===== src/rtl/carrier_irq_pkg.sv =====
package carrier_irq_pkg;
  localparam int REQ_PER_SLOT  = 2;
  localparam int WORD_W        = 16;
  localparam int CTRL_W        = 8;
  localparam int CTRL_EDGE_LSB = 4;
  localparam int CTRL_EN_LSB   = 6;
  localparam int ERR_LSB       = 8;
  localparam int ERR_W         = 4;
  localparam int TMO_LSB       = 12;

  localparam logic [7:0] OFS_REV   = 8'h00;
  localparam logic [7:0] OFS_CTRL0 = 8'h02;
  localparam logic [7:0] OFS_RST   = 8'h0A;
  localparam logic [7:0] OFS_STAT  = 8'h0C;

  // status bit position of request n of a slot
  function automatic int line_idx(int slot, int n);
    return slot * REQ_PER_SLOT + n;
  endfunction

  // byte offset of a slot's control word
  function automatic logic [7:0] ctrl_ofs(int slot);
    return 8'(int'(OFS_CTRL0) + 2 * slot);
  endfunction

  // next tracked value of one request line
  function automatic logic track_next(logic en, logic req, logic cur);
    return en ? req : cur;
  endfunction
endpackage


===== src/rtl/irq_line_track.sv =====
module irq_line_track
  import carrier_irq_pkg::*;
#(
  parameter int NLINES = 8
) (
  input  logic              clk,
  input  logic              rst,
  input  logic [NLINES-1:0] req_i,
  input  logic [NLINES-1:0] en_i,
  input  logic [NLINES-1:0] edge_i,
  output logic [NLINES-1:0] status_o,
  output logic              edge_rise_o,
  output logic              level_chg_o,
  output logic              level_any_o
);
  logic [NLINES-1:0] status_q;
  logic [NLINES-1:0] nxt;
  logic [NLINES-1:0] chg;
  logic [NLINES-1:0] rise_edge;
  logic [NLINES-1:0] chg_level;

  for (genvar i = 0; i < NLINES; i++) begin : g_line
    assign nxt[i]       = track_next(en_i[i], req_i[i], status_q[i]);
    assign chg[i]       = nxt[i] ^ status_q[i];
    assign rise_edge[i] = chg[i] & nxt[i] & edge_i[i];
    assign chg_level[i] = chg[i] & ~edge_i[i];

    always_ff @(posedge clk) begin
      if (rst) status_q[i] <= 1'b0;
      else     status_q[i] <= nxt[i];
    end


    follow_chk: assert property (@(posedge clk) disable iff (rst)
      en_i[i] |=> status_q[i] == $past(req_i[i]));

    hold_chk: assert property (@(posedge clk) disable iff (rst)
      !en_i[i] |=> $stable(status_q[i]));
  end

  assign edge_rise_o = |rise_edge;
  assign level_chg_o = |chg_level;
  assign level_any_o = |(nxt & ~edge_i);
  assign status_o    = status_q;
endmodule


===== src/rtl/irq_host_out.sv =====
module irq_host_out (
  input  logic clk,
  input  logic rst,
  input  logic edge_rise_i,
  input  logic level_chg_i,
  input  logic level_any_i,
  output logic irq_o
);
  logic held_q;
  logic pulse_q;

  always_ff @(posedge clk) begin
    if (rst) begin
      held_q  <= 1'b0;
      pulse_q <= 1'b0;
    end else begin
      if (level_chg_i) held_q <= level_any_i;
      pulse_q <= edge_rise_i;
    end
  end

  assign irq_o = held_q ^ pulse_q;


  irq_cause_chk: assert property (@(posedge clk) disable iff (rst)
    !$stable(irq_o) |-> $past(edge_rise_i || level_chg_i || pulse_q));

  both_evt_chk: assert property (@(posedge clk) disable iff (rst)
    (edge_rise_i && level_chg_i) |=> irq_o == !$past(level_any_i));

  level_only_chk: assert property (@(posedge clk) disable iff (rst)
    (level_chg_i && !edge_rise_i) |=> irq_o == $past(level_any_i));
endmodule


===== src/rtl/irq_regfile.sv =====
module irq_regfile
  import carrier_irq_pkg::*;
#(
  parameter int NUM_SLOTS = 4,
  parameter int ADDR_W    = 8,
  localparam int NLINES   = NUM_SLOTS * REQ_PER_SLOT
) (
  input  logic              clk,
  input  logic              rst,
  input  logic [ADDR_W-1:0] addr_i,
  input  logic              wr_i,
  input  logic [WORD_W-1:0] wdata_i,
  input  logic [NLINES-1:0] req_status_i,
  input  logic [NUM_SLOTS-1:0] timeout_i,
  input  logic [NUM_SLOTS-1:0] present_i,
  output logic [NLINES-1:0] en_o,
  output logic [NLINES-1:0] edge_o,
  output logic [WORD_W-1:0] rdata_o,
  output logic [NLINES-1:0] clr_o
);
  logic [CTRL_W-1:0]    ctrl_q [NUM_SLOTS];
  logic [NUM_SLOTS-1:0] to_q;
  logic [NLINES-1:0]    clr_q;
  logic [WORD_W-1:0]    status_word;
  logic                 stat_wr;
  logic                 err_touch;

  assign stat_wr   = wr_i && (addr_i == ADDR_W'(OFS_STAT));
  assign err_touch = stat_wr && (|wdata_i[ERR_LSB +: ERR_W]);

  for (genvar s = 0; s < NUM_SLOTS; s++) begin : g_slot
    always_ff @(posedge clk) begin
      if (rst) ctrl_q[s] <= '0;
      else if (wr_i && addr_i == ADDR_W'(ctrl_ofs(s))) ctrl_q[s] <= wdata_i[CTRL_W-1:0];
    end

    always_ff @(posedge clk) begin
      if (rst)                                     to_q[s] <= 1'b0;
      else if (timeout_i[s])                       to_q[s] <= 1'b1;
      else if (stat_wr && wdata_i[TMO_LSB + s])    to_q[s] <= 1'b0;
    end

    for (genvar n = 0; n < REQ_PER_SLOT; n++) begin : g_req
      localparam int L = s * REQ_PER_SLOT + n;
      assign en_o[L]   = ctrl_q[s][CTRL_EN_LSB + n];
      assign edge_o[L] = ctrl_q[s][CTRL_EDGE_LSB + n];

      always_ff @(posedge clk) begin
        if (rst) clr_q[L] <= 1'b0;
        else     clr_q[L] <= stat_wr && wdata_i[L] && present_i[s];
      end


      strobe_gate_chk: assert property (@(posedge clk) disable iff (rst)
        clr_q[L] |-> $past(stat_wr && wdata_i[L] && present_i[s]));
    end


    tmo_set_chk: assert property (@(posedge clk) disable iff (rst)
      timeout_i[s] |=> to_q[s]);

    tmo_clr_chk: assert property (@(posedge clk) disable iff (rst)
      (stat_wr && wdata_i[TMO_LSB + s] && !timeout_i[s]) |=> !to_q[s]);
  end

  always_comb begin
    status_word = '0;
    status_word[NLINES-1:0] = req_status_i;
    status_word[TMO_LSB +: NUM_SLOTS] = to_q;
  end

  always_comb begin
    rdata_o = '0;
    if (addr_i == ADDR_W'(OFS_STAT)) rdata_o = status_word;
    for (int s = 0; s < NUM_SLOTS; s++) begin
      if (addr_i == ADDR_W'(ctrl_ofs(s))) rdata_o = {{(WORD_W-CTRL_W){1'b0}}, ctrl_q[s]};
    end
  end

  assign clr_o = clr_q;


  err_zero_chk: assert property (@(posedge clk) disable iff (rst)
    err_touch |=> status_word[ERR_LSB +: ERR_W] == '0);

  rev_zero_chk: assert property (@(posedge clk) disable iff (rst)
    (addr_i == ADDR_W'(OFS_REV) || addr_i == ADDR_W'(OFS_RST)) |-> rdata_o == '0);
endmodule


===== src/rtl/carrier_irq_ctrl.sv =====
module carrier_irq_ctrl
  import carrier_irq_pkg::*;
#(
  parameter int NUM_SLOTS = 4,
  parameter int ADDR_W    = 8,
  localparam int NLINES   = NUM_SLOTS * REQ_PER_SLOT
) (
  input  logic                 clk,
  input  logic                 rst,
  input  logic [NLINES-1:0]    req_i,
  input  logic [NUM_SLOTS-1:0] timeout_i,
  input  logic [NUM_SLOTS-1:0] present_i,
  input  logic [ADDR_W-1:0]    addr_i,
  input  logic                 wr_i,
  input  logic [WORD_W-1:0]    wdata_i,
  output logic [WORD_W-1:0]    rdata_o,
  output logic [NLINES-1:0]    clr_o,
  output logic                 irq_o
);
  logic [NLINES-1:0] line_en;
  logic [NLINES-1:0] line_edge;
  logic [NLINES-1:0] line_status;
  logic              edge_rise;
  logic              level_chg;
  logic              level_any;

  irq_regfile #(.NUM_SLOTS(NUM_SLOTS), .ADDR_W(ADDR_W)) u_regs (
    .clk(clk), .rst(rst), .addr_i(addr_i), .wr_i(wr_i), .wdata_i(wdata_i),
    .req_status_i(line_status), .timeout_i(timeout_i), .present_i(present_i),
    .en_o(line_en), .edge_o(line_edge), .rdata_o(rdata_o), .clr_o(clr_o)
  );

  irq_line_track #(.NLINES(NLINES)) u_track (
    .clk(clk), .rst(rst), .req_i(req_i), .en_i(line_en), .edge_i(line_edge),
    .status_o(line_status), .edge_rise_o(edge_rise), .level_chg_o(level_chg),
    .level_any_o(level_any)
  );

  irq_host_out u_out (
    .clk(clk), .rst(rst), .edge_rise_i(edge_rise), .level_chg_i(level_chg),
    .level_any_i(level_any), .irq_o(irq_o)
  );


  reset_quiet_chk: assert property (@(posedge clk)
    rst |=> (!irq_o && clr_o == '0 && line_status == '0));
endmodule


===== config.mk =====
export PLATFORM = sky130hd
export DESIGN_NAME = carrier_irq_ctrl
export DESIGN_NICKNAME = d
export VERILOG_FILES = /design/src/rtl/carrier_irq_pkg.sv /design/src/rtl/irq_line_track.sv /design/src/rtl/irq_host_out.sv /design/src/rtl/irq_regfile.sv /design/src/rtl/carrier_irq_ctrl.sv
export SDC_FILE = /design/constraint.sdc
export NUM_CORES = 1
export LEC_CHECK = 0
export ABC_AREA = 1
export ABC_CLOCK_PERIOD_IN_PS = 1500
export BUFFER_PORTS_ARGS = -buffer_cell sky130_fd_sc_hd__buf_2
export CAP_MARGIN = 20
export CORE_MARGIN = 3
export CORE_UTILIZATION = 30
export DETAILED_ROUTE_END_ITERATION = 6
export HOLD_SLACK_MARGIN = 0.1
export MAX_ROUTING_LAYER = met4
export PLACE_DENSITY_LB_ADDON = 0.3
export SYNTH_ARGS = -nofsm -noshare
export SYNTH_HDL_FRONTEND = slang
export SYNTH_HIERARCHICAL = 1
export SYNTH_SLANG_ARGS = --single-unit

===== constraint.sdc =====
create_clock -name clk -period 1.5 [get_ports clk]
set_input_delay 0.075 -clock clk [delete_from_list [all_inputs] [get_ports clk]]
set_output_delay 0.075 -clock clk [all_outputs]
set_load 0.005 [all_outputs]

==> impl_summary.log <==
INFO  metric outcome = complete, but fails checks
INFO  metric violations = negative setup slack
INFO  metric worst_slack = -0.0124 ns
INFO  metric maximum_number_of_pins_on_one_net_before_global_route_repair = 23
INFO  metric antenna_left = 0
INFO  metric timing.critical_path.to_type = flop
INFO  metric first_global_vias = 2551
INFO  metric tritoncts_clock_tree = done
INFO  metric ys_ff_latch = 54
INFO  metric std_cell_rows = 35
INFO  metric category_of_cells_accounting_for_the_largest_share_of_critical_path_delay = flip-flops
INFO  metric io_pins = 68
INFO  metric period_needed = 1.51 ns
INFO  metric firstDrtPassIters = 4
INFO  metric die_area = 11100 um2
INFO  metric timing.rr.start = u_regs/ctrl_q[0][7]
INFO  metric finalWeightedCongestion = 0.812
INFO  metric clock_insertion_delay_worst_skew = 0.31 ns
INFO  metric share_comb_of_total_power = 0.144
INFO  metric worst-endpoint-required = 1.72 ns
INFO  metric max_cap_viol_count = 0
INFO  metric regArea = between 1000 and 1500 um2
INFO  metric worst_r2r_path_depth = 11
INFO  metric critical_path_peak_fanout = 3
INFO  metric synthesis.area_per_instance = 7.74 um2
INFO  metric postLayoutCoreUtil = 0.399
INFO  metric post-place-cells = around 560
INFO  metric synth.lib_cells_used.distinct = 27
INFO  metric synth_cells = 383
INFO  metric criticalPathCategory = flop to flop
INFO  metric finish.net_count = 509
INFO  metric crit_path_cell_trace = inv_1 -> nand2_1 -> nand2_1 -> inv_1 -> ha_1 -> o22ai_2 -> nor2_1 -> nand2_1 -> nand2_1 -> nand2_1 -> nor2_1
INFO  metric initialDrtViolationCount = roughly 160
INFO  metric final-instance-count-excl-fill = 588
INFO  metric timing.clock.skew = between 0.005 and 0.006 ns
INFO  metric grt.total_usage = 0.141
INFO  metric power.density_cell_area = about 840 nW/um2
INFO  metric critPathArrivalTime = 1.73 ns
INFO  metric clock_power_share = 0.320
INFO  metric count_of_cell_instances_traversed_by_the_critical_path = 11
INFO  metric sequentialPowerShare = 0.536
INFO  metric avgViaCountPerCell = 4.33
INFO  metric numPortBuffers = 59
INFO  metric finalSetupViolations = 1
INFO  metric clock_tree.buffer_depth = 2
INFO  metric min_period_over_period = 1.01
INFO  metric htree_levels = 2
INFO  metric cp_num_buf_inv = 2
INFO  metric fp.coreArea = 9420 um2
INFO  metric wl_per_cell = between 10 and 15 um
INFO  metric post_synth_instance_area = 2960 um2
INFO  metric p_int = 2350 uW
INFO  metric total_power = 3160 uW
INFO  metric cts.clk_slew.worst_paths = roughly 0.1 ns
INFO  metric hold_viol = 0
INFO  metric syn_to_final_growth = 26.8%
INFO  metric grt_setup_unrepaired = true
INFO  metric yosysWarnings = 6
INFO  metric wire_length_of_the_first_global_routing_pass = 12.0 mm
INFO  metric start_util = 0.315
INFO  metric diodes = 0
INFO  metric vdd.ir_drop.worst = approximately 0.44 mV
INFO  metric static-leakage-power = 0.00189 uW
INFO  metric cts_buf_count = 5
INFO  metric numClockSinks = between 50 and 60
INFO  metric fin_tns_setup = -0.0124 ns
INFO  metric min_path_type = input pin to flop
INFO  metric power.net_switching = between 800 and 900 uW
INFO  metric fillCellCount = 967
INFO  metric clock_tree.root_cell = clkbuf_8
INFO  metric startpoint_of_the_worst_hold_path = req_i[5]
INFO  metric initial_antenna_violation_count = 0
INFO  metric gr-total-overflow = 0
INFO  metric dpl.hpwl = 5.52 mm
INFO  metric crit_slowest_cell = edfxtp_1
INFO  metric hold_path_depth = 5
INFO  metric chipHeight = 105 um
INFO  metric wirelength = 7.40 mm
INFO  metric die_width = 105 um
INFO  metric drive_above_1_share = 0.268
INFO  metric fraction_of_power_spent_switching_nets = 0.255
INFO  metric remaining_drc_errors = 0
INFO  metric area_of_all_placed_cells_without_fillers = 3760 um2
INFO  metric critical_path.startpoint_type = flop
INFO  metric vias = about 2500
INFO  metric r2r_end = u_out/held_q
INFO  metric fmax = ~660 MHz
INFO  metric dpl_cell_area = 3340 um2
INFO  metric hold-path-endpoint = u_track/status_o[5]
INFO  metric multi_input_area = 1220 um2
INFO  metric final-max-slew-violation-count = 0
INFO  metric r2r_slack = -0.01 ns
INFO  metric timing.critical_path.mode_cell = nand2_1
INFO  metric worst_path_largest_cell_delay = 0.44 ns
INFO  metric seq_area_frac_synth = 0.473
## cell usage in the layout (no fill, tap or decap), drive strengths merged, types with 6 or more instances in the layout
master	count
nand2	91
inv	74
nor4	8
edfxtp	32
nand3	28
buf	75
dfxtp	22
nor2	74
clkbuf	6
ha	8
dlygate4sd3	15
## how the worst max path moves through the flow
stage | from | to | slack [ns]
after floorplan | u_regs/ctrl_q[0][6] | u_out/held_q | 0.04
after global placement | u_regs/ctrl_q[3][6] | u_out/held_q | -0.006
after detailed placement | u_regs/ctrl_q[3][6] | u_out/held_q | -0.03
after CTS | u_regs/ctrl_q[3][6] | u_out/held_q | -0.002
after global routing | u_regs/ctrl_q[0][7] | u_out/held_q | -0.18
final | u_regs/ctrl_q[0][7] | u_out/held_q | -0.01
## per-layer routing
metal  GRT usage  vias up  share of wire
li1            -     1307              -
met1       0.171     1152           0.45
met2       0.232       74           0.48
met3      0.0294       14          0.050
met4      0.0497        0          0.021
met5           -        -              0
## logic make-up (layout without fill, tap and decap cells)
kind of cell	after synthesis	after routing	synth area share
xor gates and xnor gates	1	1	0.00296
adders and majority gates	8	8	0.0338
and+or+nand+nor	212	212	0.320
AOI/OAI and AO/OA	8	8	0.0152
buffers and inverters	99	172	0.154
other	1	4	0.00127
DFF	54	54	0.473
## per-stage QoR
step	worst slack (ns)	hold slack, ns
after detailed placement	-0.0319	0.322
after floorplan	0.0367	0.146
after CTS	-0.00176	0.104
final	-0.0124	0.108
after global routing	-0.183	0.120
after global placement	-0.00567	0.315
## cells in the mapped netlist, drive strengths merged
master / count / share of area
nand2: 91 / 0.12
inv: 74 / 0.094
nor2: 74 / 0.10
edfxtp: 32 / 0.32
nand3: 28 / 0.053
buf: 24 / 0.059
dfxtp: 22 / 0.15
ha: 8 / 0.034
nor4: 8 / 0.017
nand3b: 5 / 0.013
a21oi: 4 / 0.0068
o22ai: 4 / 0.0084
nand4: 3 / 0.011
nor3: 2 / 0.0072
clkbuf: 1 / 0.0013
conb: 1 / 0.0013
or2: 1 / 0.0021
xor2: 1 / 0.0030
## timing repair
| item | in CTS | in global routing |
|---|---|---|
| buffers inserted | 1 | 7 |
| gates resized for setup | 1 | 23 |
| endpoints found under the setup margin | 1 | 14 |
| pin swaps | 5 | 19 |
| hold buffers | 15 | 0 |
| endpoints found under the hold margin | 14 | 0 |
## layout make-up
class,instances,area share
Tap cell,129,0.0429
Inverter,74,0.0739
Sequential cell,54,0.373
Multi-Input combinational cell,233,0.324
Clock inverter,2,0.0103
Clock buffer,6,0.0193
Timing Repair Buffer,90,0.157
## state kept, by name (all words and copies together), names as in the netlist
signal	flops
u_regs/ctrl_q	32
u_regs/clr_o	8
u_track/status_o	8
u_regs/status_word	4
u_out/held_q	1
u_out/pulse_q	1
## power by group through the flow
stage,clock (uW),combinational [uW],sequential (uW)
finish,1010,454,1690
global route,1100,518,1700
CTS,1030,394,1690
detailed placement,0,354,1720
global placement,0,349,1720
floorplan,0,266,1700
## worst register-to-register path, delay by kind of cell (launching register included)
kind            cells  cell delay (ns)
simple gates        7             0.41
compound gates      1             0.16
fa+ha+maj           1             0.28
flops               1             0.44
buf+inv             2             0.13
No activity file was read; power rests on OpenSTA's default activity.
